`src/rtl/bre_pkg.sv`:
```
package bre_pkg;

    typedef enum logic [1:0] {
        OP_LOAD  = 2'd0,
        OP_STORE = 2'd1,
        OP_FILL  = 2'd2,
        OP_ZERO  = 2'd3
    } bre_op_e;

    typedef enum logic [2:0] {
        S_IDLE  = 3'd0,
        S_BASE  = 3'd1,
        S_LOAD  = 3'd2,
        S_STORE = 3'd3,
        S_FILL  = 3'd4,
        S_DONE  = 3'd5
    } bre_state_e;

endpackage

```
`src/rtl/bre_addr_gen.sv`:
```
// Effective address formation, null detection and per-byte address.
module bre_addr_gen #(
    parameter int AW   = 10,
    parameter int IMMW = 8,
    parameter int CW   = 7
) (
    input  logic [AW-1:0]   base_lo,
    input  logic [IMMW-1:0] imm,
    input  logic [AW-1:0]   ea_base,
    input  logic [CW-1:0]   pos,
    output logic [AW-1:0]   ea_new,
    output logic            ea_null,
    output logic [AW-1:0]   byte_addr
);
    assign ea_new    = base_lo + AW'(imm);
    assign ea_null   = (ea_new == '0);
    assign byte_addr = ea_base + AW'(pos);
endmodule

```
`src/rtl/bre_lane_map.sv`:
```
// Maps a byte position of the transfer to a register index and lane.
module bre_lane_map #(
    parameter int NREG = 32,
    parameter int CW   = 7,
    localparam int RIW = $clog2(NREG)
) (
    input  logic [RIW-1:0] reg_base,
    input  logic [1:0]     lane_base,
    input  logic [CW-1:0]  pos,
    output logic [RIW-1:0] reg_idx,
    output logic [1:0]     lane
);
    localparam int PW = CW + 1;

    logic [PW-1:0] abs_pos;

    assign abs_pos = PW'(pos) + PW'(lane_base);
    assign lane    = abs_pos[1:0];
    // NREG is a power of two, so truncation gives the wrap to register 0
    assign reg_idx = reg_base + RIW'(abs_pos >> 2);
endmodule

```
`src/rtl/bre_byte_lane.sv`:
```
// Lane selection from a word, one-hot lane enables and byte replication.
module bre_byte_lane #(
    parameter int LANES = 4,
    localparam int LW   = $clog2(LANES)
) (
    input  logic [8*LANES-1:0] word_in,
    input  logic [LW-1:0]      lane,
    input  logic               en,
    input  logic [7:0]         fill,
    output logic [7:0]         byte_out,
    output logic [LANES-1:0]   be,
    output logic [8*LANES-1:0] word_out
);
    assign byte_out = word_in[8*lane +: 8];

    for (genvar g = 0; g < LANES; g++) begin : g_lane
        assign be[g]            = en && (lane == LW'(g));
        assign word_out[8*g +: 8] = fill;
    end
endmodule

```
`src/rtl/bre_engine.sv`:
```
module bre_engine
    import bre_pkg::*;
#(
    parameter int NREG      = 32,
    parameter int AW        = 10,
    parameter int IMMW      = 8,
    parameter int MAX_BYTES = 124,
    localparam int RIW      = $clog2(NREG),
    localparam int CW       = $clog2(MAX_BYTES + 1)
) (
    input  logic            clk,
    input  logic            rst_n,
    input  logic            start,
    input  logic [1:0]      op,
    input  logic [RIW-1:0]  reg_first,
    input  logic [1:0]      lane_first,
    input  logic [RIW-1:0]  base_sel,
    input  logic [IMMW-1:0] imm_off,
    input  logic [CW-1:0]   byte_cnt,
    input  logic            null_chk_en,
    output logic            busy,
    output logic            done,
    output logic            trap,
    output logic [CW-1:0]   trap_size,
    output logic [AW-1:0]   trap_addr,
    output logic [RIW-1:0]  rf_idx,
    input  logic [31:0]     rf_rdata,
    output logic            rf_we,
    output logic [3:0]      rf_be,
    output logic [31:0]     rf_wdata,
    output logic [AW-1:0]   mem_addr,
    output logic            mem_re,
    output logic            mem_we,
    output logic [7:0]      mem_wdata,
    input  logic [7:0]      mem_rdata
);
    localparam logic [CW-1:0] MAXC = CW'(MAX_BYTES);

    bre_state_e      state_q, state_d;
    bre_op_e         op_q;
    logic [RIW-1:0]  reg_q, base_q;
    logic [1:0]      lane_q;
    logic [IMMW-1:0] imm_q;
    logic [CW-1:0]   cnt_q, pos_q, pend_pos_q, tsize_q;
    logic            nchk_q, pend_q, trap_q;
    logic [AW-1:0]   ea_q, taddr_q;

    logic [CW-1:0]   cnt_in, last_pos, map_pos;
    logic            issue, ea_null, trap_hit, lane_en;
    logic [AW-1:0]   ea_new, byte_addr;
    logic [RIW-1:0]  map_reg;
    logic [1:0]      map_lane;
    logic [7:0]      pick_byte, fill_byte;
    logic [31:0]     fill_word;
    logic [3:0]      lane_be;

    assign cnt_in   = (byte_cnt > MAXC) ? MAXC : byte_cnt;
    assign last_pos = cnt_q - CW'(1);
    assign issue    = (state_q == S_LOAD) && (pos_q < cnt_q);
    assign trap_hit = nchk_q && ea_null;
    assign map_pos  = (state_q == S_LOAD) ? pend_pos_q : pos_q;
    assign lane_en  = rf_we;
    assign fill_byte = (state_q == S_LOAD) ? mem_rdata :
                       ((op_q == OP_FILL) ? 8'hFF : 8'h00);

    bre_addr_gen #(.AW(AW), .IMMW(IMMW), .CW(CW)) u_addr (
        .base_lo  (rf_rdata[AW-1:0]),
        .imm      (imm_q),
        .ea_base  (ea_q),
        .pos      (pos_q),
        .ea_new   (ea_new),
        .ea_null  (ea_null),
        .byte_addr(byte_addr)
    );

    bre_lane_map #(.NREG(NREG), .CW(CW)) u_map (
        .reg_base (reg_q),
        .lane_base(lane_q),
        .pos      (map_pos),
        .reg_idx  (map_reg),
        .lane     (map_lane)
    );

    bre_byte_lane #(.LANES(4)) u_lane (
        .word_in (rf_rdata),
        .lane    (map_lane),
        .en      (lane_en),
        .fill    (fill_byte),
        .byte_out(pick_byte),
        .be      (lane_be),
        .word_out(fill_word)
    );

    // next-state logic
    always_comb begin
        state_d = state_q;
        unique case (state_q)
            S_IDLE: begin
                if (start) begin
                    if (cnt_in == '0)
                        state_d = S_DONE;
                    else if (bre_op_e'(op) == OP_LOAD || bre_op_e'(op) == OP_STORE)
                        state_d = S_BASE;
                    else
                        state_d = S_FILL;
                end
            end
            S_BASE: begin
                if (trap_hit)
                    state_d = S_DONE;
                else if (op_q == OP_LOAD)
                    state_d = S_LOAD;
                else
                    state_d = S_STORE;
            end
            S_LOAD:  if (pend_q && pend_pos_q == last_pos) state_d = S_DONE;
            S_STORE: if (pos_q == last_pos) state_d = S_DONE;
            S_FILL:  if (pos_q == last_pos) state_d = S_DONE;
            S_DONE:  state_d = S_IDLE;
            default: state_d = S_IDLE;
        endcase
    end

    // state register and operation context
    always_ff @(posedge clk or negedge rst_n) begin
        if (!rst_n) begin
            state_q    <= S_IDLE;
            op_q       <= OP_LOAD;
            reg_q      <= '0;
            base_q     <= '0;
            lane_q     <= '0;
            imm_q      <= '0;
            cnt_q      <= '0;
            nchk_q     <= 1'b0;
            pos_q      <= '0;
            pend_q     <= 1'b0;
            pend_pos_q <= '0;
            ea_q       <= '0;
            trap_q     <= 1'b0;
            tsize_q    <= '0;
            taddr_q    <= '0;
        end else begin
            state_q <= state_d;
            unique case (state_q)
                S_IDLE: begin
                    if (start) begin
                        op_q   <= bre_op_e'(op);
                        reg_q  <= reg_first;
                        lane_q <= lane_first;
                        base_q <= base_sel;
                        imm_q  <= imm_off;
                        cnt_q  <= cnt_in;
                        nchk_q <= null_chk_en;
                        pos_q  <= '0;
                        pend_q <= 1'b0;
                        trap_q <= 1'b0;
                    end
                end
                S_BASE: begin
                    ea_q <= ea_new;
                    if (trap_hit) begin
                        trap_q  <= 1'b1;
                        tsize_q <= cnt_q;
                        taddr_q <= ea_new;
                    end
                end
                S_LOAD: begin
                    if (issue) pos_q <= pos_q + CW'(1);
                    pend_q     <= issue;
                    pend_pos_q <= pos_q;
                end
                S_STORE, S_FILL: pos_q <= pos_q + CW'(1);
                default: ;
            endcase
        end
    end

    // outputs
    always_comb begin
        busy      = (state_q != S_IDLE);
        done      = (state_q == S_DONE);
        trap      = trap_q;
        trap_size = tsize_q;
        trap_addr = taddr_q;
        rf_idx    = map_reg;
        rf_we     = 1'b0;
        mem_re    = 1'b0;
        mem_we    = 1'b0;
        unique case (state_q)
            S_BASE:  rf_idx = base_q;
            S_LOAD: begin
                rf_we  = pend_q;
                mem_re = issue;
            end
            S_STORE: mem_we = 1'b1;
            S_FILL:  rf_we  = 1'b1;
            default: ;
        endcase
        rf_be     = lane_be;
        rf_wdata  = fill_word;
        mem_addr  = byte_addr;
        mem_wdata = pick_byte;
    end
endmodule

```
`config.mk`:
```
export PLATFORM = sky130hd
export DESIGN_NAME = bre_engine
export DESIGN_NICKNAME = d
export VERILOG_FILES = /design/src/rtl/bre_pkg.sv /design/src/rtl/bre_addr_gen.sv /design/src/rtl/bre_lane_map.sv /design/src/rtl/bre_byte_lane.sv /design/src/rtl/bre_engine.sv
export SDC_FILE = /design/constraint.sdc
export NUM_CORES = 1
export LEC_CHECK = 0
export ABC_AREA = 1
export BUFFER_PORTS_ARGS = -buffer_cell sky130_fd_sc_hd__buf_4
export CAP_MARGIN = 10
export CORE_UTILIZATION = 40
export DETAILED_ROUTE_END_ITERATION = 8
export PLACE_DENSITY = 0.65
export SLEW_MARGIN = 40
export SYNTH_ARGS = -nofsm -noshare
export SYNTH_HDL_FRONTEND = slang
export SYNTH_SLANG_ARGS = --single-unit
export TNS_END_PERCENT = 50
```
`constraint.sdc`:
```
create_clock -name clk -period 5 [get_ports clk]
set_clock_uncertainty 0.1 [all_clocks]
set_input_delay 0.5 -clock clk [delete_from_list [all_inputs] [get_ports clk]]
set_output_delay 0.5 -clock clk [all_outputs]
set_load 0.005 [all_outputs]
```
==> flow_summary.toml, run 1 <==
[run_status]
status = "finished, final reports clean"

[clocking]
postCtsSetupBuffers = 0
cts_made_buffers = 9
holdBufCountCts = 0
worst_skew_pair.late_latency_ns = 0.33
clock-root-buffer = "clkbuf_16"
cts_max_path_buffers = 2
h-tree-depth = 3
ctsResizeCount = 0
tritoncts = "yes"
clock-sinks = 76
clkTransAtPathRegs_ns = 0.06

[synth]
synth_top_cell_by_area = "dfrtp_1"
syn-num-nets = 840
yosysSeqAreaShare_pct = 35.3
syn_avg_cell_area_sq_um = 7.36
ys_types = 41
synth_edf_count = 0
synth-seq-cells = 76
synth_area_leaders = "dfrtp_1 (35%), nand2_1 (17%), ha_1 (7.0%)"
yosysWarnings = 0
synth_top_cell_area_share_pct = 35.3
synth_area_sq_um = 5390
synthCells = 733
synth_flop_cell = "dfrtp_1"
synth_common_cells = "nand2_1 (238), inv_1 (83), dfrtp_1 (76)"
yosysMostFrequentCell = "nand2_1"
synth-async-reset-ratio_pct = 100

[floorplanning]
core_sq_um = 13200
fp.dieH_um = 118
start_util_pct = 40.9
die_w_um = 118
ios = 155
dieArea_sq_um = 14000
fp-row-count = 42

[timing]
rsz0062_at_grt = "false"
worst_pin_slew_ns = 0.771
period_needed_ns = 4.60
fmax_ghz = 0.217
final_hold_viol_count = 0
finalCritPeriodShare_pct = 92.0
timing.final.ws_setup_ns = 0.401
setup_viol = 0
max_slew_margin_pct = 48.5
slew_viol_final = 0
fin_tns_setup_ns = 0

[final_layout]
nFillCells = 1317
layout-drive-gt1-share_pct = 23.6
antennaDiodeCount = 0
nets = 966
area_growth_pct = 27.0
finalNonFillerCells = 1039

[critical_path]
crit_buf_inv = 4
slowest_stage = "dfrtp_1"
cp-end-kind = "output pin"
r2r-end = "trap_size[0]$_DFFE_PN0P_"
worstPathMaxFanout = 13
cp.arrival_ns = 4.00
cp_data_required_time_ns = 4.40
start_kind = "flip-flop"
startpoint = "state_q[2]$_DFFE_PN0P_"
cp_cell_sequence = "nor2_4 > nand2_1 > inv_1 > nand2_1 > o21ai_0 > ha_1 > inv_1 > fa_1 > xnor2_1 > inv_1 > ha_1 > fa_1 > nand3_1 > nand2_1 > xor2_1 > xor2_1 > nor2_1 > o21ai_1 > nand2_1 > buf_4"
reg2reg_slack_ns = 2.25
criticalPathCategory = "reg -> out"
slowest_delay_ns = 0.45
ff2ff_path_depth = 8
critPathTopFamily = "adder cells"
rr_startpoint = "state_q[1]$_DFFE_PN0P_"
path_common_cell = "nand2_1"

[placed_design]
io_buffers = 154
detailed_place_hpwl_mm = 10.9
pre_cts_slack_ns = 0.771
post-place-cells = 1024
place_congestion = 0.885

[global_routing]
grt_usage_pct = 20.7
grt_overflow_total = 0
grt_max_degree = 77
first_global_vias = 4701
antenna_found_initial = 0
grt_pass1_wl_mm = 22.9

[power_and_ir_drop]
powerDensity_nw_per_um2 = 601
p_leak_nw = 3.78
irDropWorstVdd_mv = 0.252

[flow_run]
drv_cap = 0

[route]
avgViaCountPerCell = 4.84
drc = 0
avgRoutedWirePerCell_um = 13.3
postRouteAntennaNets = 0
drt_iter0_drc = 209
routed_wl_mm = 13.9
num_vias = 5028
firstDrtPassIters = 6

[worst_hold_path]
min-delay-path-class = "in -> async"
-- where the power goes --
part           internal [mW]  total [mW]  switching, mW
sequential             0.806       0.966          0.160
combinational           1.06        2.44           1.38
clock                  0.460       0.705          0.245
-- cells by family (layout without fill, tap and decap cells) --
family,after synthesis,in the layout,synth area share [%]
simple gates,378,378,29.6
buf+inv,127,257,11.0
compound gates,96,96,11.1
flops,76,76,35.3
fa+ha+maj,34,34,8.44
xor+xnor,22,22,4.59
-- registers in the layout, summed over array words and instances, names as in the netlist --
signal      count
state_q         3
imm_q           8
trap_addr      10
reg_q           5
op_q            2
base_q          5
pend_q          1
cnt_q           7
pos_q           7
pend_pos_q      7
nchk_q          1
trap_size       7
ea_q           10
lane_q          2
trap            1
-- layer usage --
layer  track usage (%)  vias up  share of wire [%]
li1                  -     2596                  -
met1              27.4     2272                 44
met2              33.3      144                 47
met3              4.36       16                6.4
met4              7.45        0                1.8
met5                 0        -                  0
-- cell usage in the layout (no fill, tap or decap), drive strengths merged, types with 5 or more instances in the layout --
master and instances:
nor2 48, a21oi 24, nand2 241, xor2 12, o21ai 54, nand4 8, nand3 70, clkbuf 11
inv 84, a22oi 8, xnor2 6, nor3 5, dfrtp 76, ha 30, buf 157
-- final cells by class --
| class | count | area (sq um) | area share [%] |
|---|---|---|---|
| Inverter | 85 | 319 | 4.66 |
| Multi-Input combinational cell | 530 | 2900 | 42.3 |
| Clock buffer | 11 | 253 | 3.69 |
| Sequential cell | 76 | 1900 | 27.8 |
| Tap cell | 176 | 220 | 3.22 |
| Timing Repair Buffer | 157 | 1180 | 17.3 |
| Clock inverter | 4 | 72.6 | 1.06 |
-- worst max-delay path by stage --
stage / endpoint / slack [ns] / depth (start not counted)
final: rf_idx[4] / 0.40 / 20
after global routing: rf_idx[4] / 0.03 / 20
after CTS: rf_idx[4] / 0.39 / 20
after detailed placement: rf_idx[4] / 0.77 / 20
after global placement: rf_idx[4] / 0.84 / 20
after floorplan: rf_idx[4] / 1.13 / 20
-- stage by stage --
stage	utilization, %	hold WS [ns]	total power [mW]	cell area (sq um)
final	51.9	0.0956	4.11	6850
after CTS	51.9	0.120	4.15	6850
after global routing	51.9	0.148	4.48	6850
after floorplan	-	0.104	2.58	5390
after detailed placement	49.4	0.354	3.42	6520
after global placement	49.4	0.351	3.39	6520
Power figures use the tool's default switching activity.
==> run 2, diff against run 1 <==
--- a/constraint.sdc
+++ b/constraint.sdc
@@ -4,2 +4,2 @@
 set_output_delay 0.5 -clock clk [all_outputs]
-set_load 0.005 [all_outputs]
+set_load 0.01 [all_outputs]
==> flow_summary.toml, run 2 (synthesis gave the netlist of run 1 again) <==
[clocking]
worst_skew_pair.late_latency_ns = 0.34
clock-sinks = 76
tritoncts = "yes"
clock-root-buffer = "clkbuf_16"
clkTransAtPathRegs_ns = 0.06
cts_made_buffers = 9
holdBufCountCts = 0
cts_max_path_buffers = 2
h-tree-depth = 3

[final_layout]
area_growth_pct = 26.1
final_common_cell = "nand2_1"
nets = 966
antennaDiodeCount = 0
regArea_sq_um = 1900
nFillCells = 1324
multi_input_area_sq_um = 2900
mostFrequentLayoutCells = "nand2_1 (238), buf_4 (156), inv_1 (82)"
layout-drive-gt1-share_pct = 23.7

[timing]
fin_tns_setup_ns = 0
max_slew_margin_pct = 50.0
fmax_ghz = 0.218
worst_pin_slew_ns = 0.750
final_hold_viol_count = 0
setup_viol = 0
rsz0062_at_grt = "false"
period_needed_ns = 4.58
finalCritPeriodShare_pct = 91.6
slew_viol_final = 0

[critical_path]
slowest_delay_ns = 0.45
path_common_cell = "nand2_1"
start_kind = "flip-flop"
rr_startpoint = "state_q[1]$_DFFE_PN0P_"
cp-end-kind = "output pin"
cp_data_required_time_ns = 4.40
ff2ff_path_depth = 8
worstPathMaxFanout = 13
reg2reg_slack_ns = 2.32
r2r-end = "trap_size[0]$_DFFE_PN0P_"
slowest_stage = "dfrtp_1"
cp_cell_sequence = "nor2_4 > nand2_1 > clkinvlp_4 > o21ai_0 > ha_1 > inv_1 > fa_1 > xnor2_1 > inv_1 > ha_1 > fa_1 > nand3_1 > nand2_1 > xor2_1 > xor2_1 > nor2_1 > o21ai_1 > nand2_1 > buf_4"
criticalPathCategory = "reg -> out"
cp.arrival_ns = 3.98

[route]
postRouteAntennaNets = 0
drt_iter0_drc = 224
drc = 0
avgRoutedWirePerCell_um = 13.1
num_vias = 4999
routed_wl_mm = 13.7
avgViaCountPerCell = 4.81
firstDrtPassIters = 4

[floorplanning]
core_sq_um = 13200
die_w_um = 118
fp.dieH_um = 118
ios = 155
dieArea_sq_um = 14000
start_util_pct = 40.9
fp-row-count = 42

[global_routing]
grt_max_degree = 77
antenna_found_initial = 0
first_global_vias = 4738
grt_overflow_total = 0
grt_usage_pct = 20.7
grt_pass1_wl_mm = 23.1

[run_status]
status = "finished, final reports clean"

[placed_design]
detailed_place_hpwl_mm = 10.8
io_buffers = 154
place_congestion = 0.886

[flow_run]
drv_cap = 0

[power_and_ir_drop]
p_leak_nw = 3.75
powerDensity_nw_per_um2 = 611
irDropWorstVdd_mv = 0.238
p_total_mw = 4.16

[worst_hold_path]
min-delay-path-class = "in -> async"
run 2: through the flow:
| step | hold WS [ns] | worst slack, ns | instance area, sq um | instances | utilization [%] |
|---|---|---|---|---|---|
| after global placement | 0.351 | 0.841 | 6520 | 1024 | 49.4 |
| after detailed placement | 0.353 | 0.741 | 6520 | 1024 | 49.4 |
| after global routing | 0.154 | 0.0629 | 6800 | 1040 | 51.6 |
| final | 0.0794 | 0.418 | 6800 | 1040 | 51.6 |
| after floorplan | 0.104 | 1.10 | 5390 | 733 | - |
| after CTS | 0.120 | 0.354 | 6800 | 1040 | 51.6 |
run 2: final cells by class:
type / instances / share of cell area, %
clock buffers: 11 / 3.57
clock inverters: 5 / 0.515
inverters: 85 / 4.74
multi-input cells: 530 / 42.6
flip-flops and latches: 76 / 28.0
well taps: 176 / 3.24
repair buffers: 157 / 17.4
run 2: critical path: cells and delay by family (launching register included):
kind / cells / cell delay, ns
adders and majority gates: 4 / 1.20
xor gates and xnor gates: 3 / 0.56
buffers and inverters: 4 / 0.52
and+or+nand+nor: 6 / 0.50
DFF: 1 / 0.45
AOI/OAI and AO/OA: 2 / 0.41
run 2: worst max path at each step:
stage	start	cells after the start	slack, ns	to
2_1_floorplan	state_q[2]$_DFFE_PN0P_	21	1.10	rf_idx[4]
3_3_place_gp	state_q[2]$_DFFE_PN0P_	20	0.84	rf_idx[4]
3_5_place_dp	state_q[2]$_DFFE_PN0P_	20	0.74	rf_idx[4]
4_1_cts	state_q[2]$_DFFE_PN0P_	20	0.35	rf_idx[4]
5_1_grt	state_q[1]$_DFFE_PN0P_	20	0.06	rf_idx[4]
6_report	state_q[2]$_DFFE_PN0P_	19	0.42	rf_idx[4]
run 2: layer usage:
layer / routed length, um / vias to the layer above / GRT usage [%]
met5: 0 / - / 0
met4: 140 / 0 / 5.29
met3: 693 / 10 / 3.78
met2: 6350 / 116 / 33.8
met1: 6480 / 2278 / 28.2
li1: - / 2595 / -
run 2: power by group:
group	total (mW)	internal [mW]	switching, mW
combinational	2.59	1.07	1.52
sequential	0.961	0.806	0.156
clock	0.606	0.350	0.255
total	4.16	2.23	1.93
run 2: repair_timing:
item / 4_1_cts / 5_1_grt
setup endpoints to repair: 0 / 1
hold endpoints to repair: 0 / 0
resized for setup: 0 / 1
setup buffers: 0 / 0
==> run 3, diff against run 2 <==
CELL_PAD_IN_SITES_DETAIL_PLACEMENT = 1   (was not set)
CELL_PAD_IN_SITES_GLOBAL_PLACEMENT = 2   (was not set)
CORE_UTILIZATION = 29   (was 40)
PLACE_DENSITY = 0.82   (was 0.65)
==> flow_summary.toml, run 3 (synthesis gave the netlist of run 1 again) <==
[final_layout]
mostFrequentLayoutCells = "nand2_1 (238), buf_4 (160), inv_1 (82)"
nFillCells = 2223
layout-drive-gt1-share_pct = 24.3
final_core_util_pct = 38.5
antennaDiodeCount = 0
final_common_cell = "nand2_1"
area_growth_pct = 29.2
nets = 971

[route]
postRouteAntennaNets = 0
avgRoutedWirePerCell_um = 15.5
drc = 8
firstDrtPassIters = 6
avgViaCountPerCell = 4.64
drt_iter0_drc = 180
routed_wl_mm = 17.0
num_vias = 5100

[clocking]
h-tree-depth = 3
tritoncts = "yes"
worst_skew_pair.late_latency_ns = 0.34
clock-sinks = 76
clock-root-buffer = "clkbuf_16"
cts_made_buffers = 9
clkTransAtPathRegs_ns = 0.07
cts_max_path_buffers = 2

[placed_design]
pre_cts_slack_ns = 0.774
place_congestion = 0.827
detailed_place_hpwl_mm = 13.2
io_buffers = 154

[power_and_ir_drop]
p_total_mw = 4.41
p_leak_nw = 3.81
powerDensity_nw_per_um2 = 633
irDropWorstVdd_mv = 0.346

[critical_path]
cp-end-kind = "output pin"
critPathTopFamily = "adder cells"
start_kind = "flip-flop"
slowest_delay_ns = 0.45
rr_startpoint = "cnt_q[2]$_DFFE_PN0P_"
cp_data_required_time_ns = 4.40
slowest_stage = "dfrtp_1"
startpoint = "state_q[2]$_DFFE_PN0P_"
crit_buf_inv = 4
path_common_cell = "nand2_1"
cp_cell_sequence = "nor2_4 > nand2_1 > buf_4 > o21ai_0 > inv_1 > fa_1 > xnor2_1 > inv_1 > ha_1 > fa_1 > nand3_1 > nand2_1 > xor2_1 > xor2_1 > nor2_1 > o21ai_1 > nand2_1 > buf_4"
cp.arrival_ns = 3.94
r2r-end = "pos_q[3]$_DFFE_PN0P_"
criticalPathCategory = "reg -> out"
reg2reg_slack_ns = 2.20
ff2ff_path_depth = 9
worstPathMaxFanout = 29

[floorplanning]
core_sq_um = 18100
fp.dieH_um = 138
die_w_um = 138
ios = 155
start_util_pct = 29.8
fp-row-count = 49
dieArea_sq_um = 19100

[global_routing]
grt_max_degree = 64
grt_usage_pct = 18.1
first_global_vias = 5240
grt_pass1_wl_mm = 27.5
antenna_found_initial = 0
grt_overflow_total = 0

[timing]
period_needed_ns = 4.54
whs_ns = 0.247
setup_viol = 0
fmax_ghz = 0.220
slew_viol_final = 0
worst_pin_slew_ns = 0.807
finalCritPeriodShare_pct = 90.8
fin_tns_setup_ns = 0
timing.final.ws_setup_ns = 0.462
final_hold_viol_count = 0
max_slew_margin_pct = 46.2
rsz0062_at_grt = "false"

[run_status]
violations = "design-rule violations"
status = "complete, but fails checks"

[worst_hold_path]
min-delay-path-class = "in -> reg"
hold_start = "imm_off[2]"
min_to = "imm_q[2]$_DFFE_PN0P_"
min_path_cells = 3

[flow_run]
drv_cap = 0
-- run 3: cell count changes in the layout (fill, tap and decap cells not counted), sizes merged --
cell,before,now
dlygate4sd3,0,1
inv,84,85
buf,157,161
clkbuf,11,10
clkinv,4,3
clkinvlp,2,1
bufinv,0,2
-- run 3: worst max path at each step --
stage | depth (start not counted) | endpoint
2_1_floorplan | 21 | rf_idx[4]
3_3_place_gp | 20 | rf_idx[4]
3_5_place_dp | 20 | rf_idx[4]
4_1_cts | 20 | rf_idx[4]
5_1_grt | 18 | rf_idx[4]
6_report | 18 | rf_idx[4]
-- run 3: metal layers --
metal	part of all wire (%)	vias to the layer above	GRT usage, %
met5	0	-	0
met4	0.83	0	4.20
met3	5.5	11	4.02
met2	48	115	30.8
met1	46	2384	23.4
li1	-	2590	-
-- run 3: cell type report --
| cell class | count | area [sq um] | share of cell area, % |
|---|---|---|---|
| clock inverter | 6 | 95.1 | 1.36 |
| sequential | 76 | 1900 | 27.3 |
| timing repair buffer | 162 | 1220 | 17.5 |
| multi-input combinational | 530 | 2900 | 41.6 |
| tap | 229 | 287 | 4.11 |
| clock buffer | 10 | 239 | 3.43 |
| inverter | 85 | 324 | 4.65 |
-- run 3: worst min-delay path: stages --
cell and delay, ns:
buf_4 0.08, nand2_1 0.04, nand2_1 0.05
-- run 3: where the power goes --
group	switching, mW	internal (mW)	leakage, nW
combinational	1.61	1.09	2.66
sequential	0.163	0.805	0.990
clock	0.283	0.456	0.164
total	2.06	2.35	3.81
-- run 3: timing repair --
item                                    CTS  global route
endpoints found under the hold margin    13             0
hold buffers                              1             0
endpoints found under the setup margin    0             1
gates resized for setup                   0             1
buffers inserted                          0             2
-- run 3: metrics by stage --
stage | std cells | cell area, sq um
3_5_place_dp | 1079 | 6610
6_report | 1098 | 6970
4_1_cts | 1096 | 6950
2_1_floorplan | 733 | 5390
5_1_grt | 1098 | 6970
3_3_place_gp | 1079 | 6600
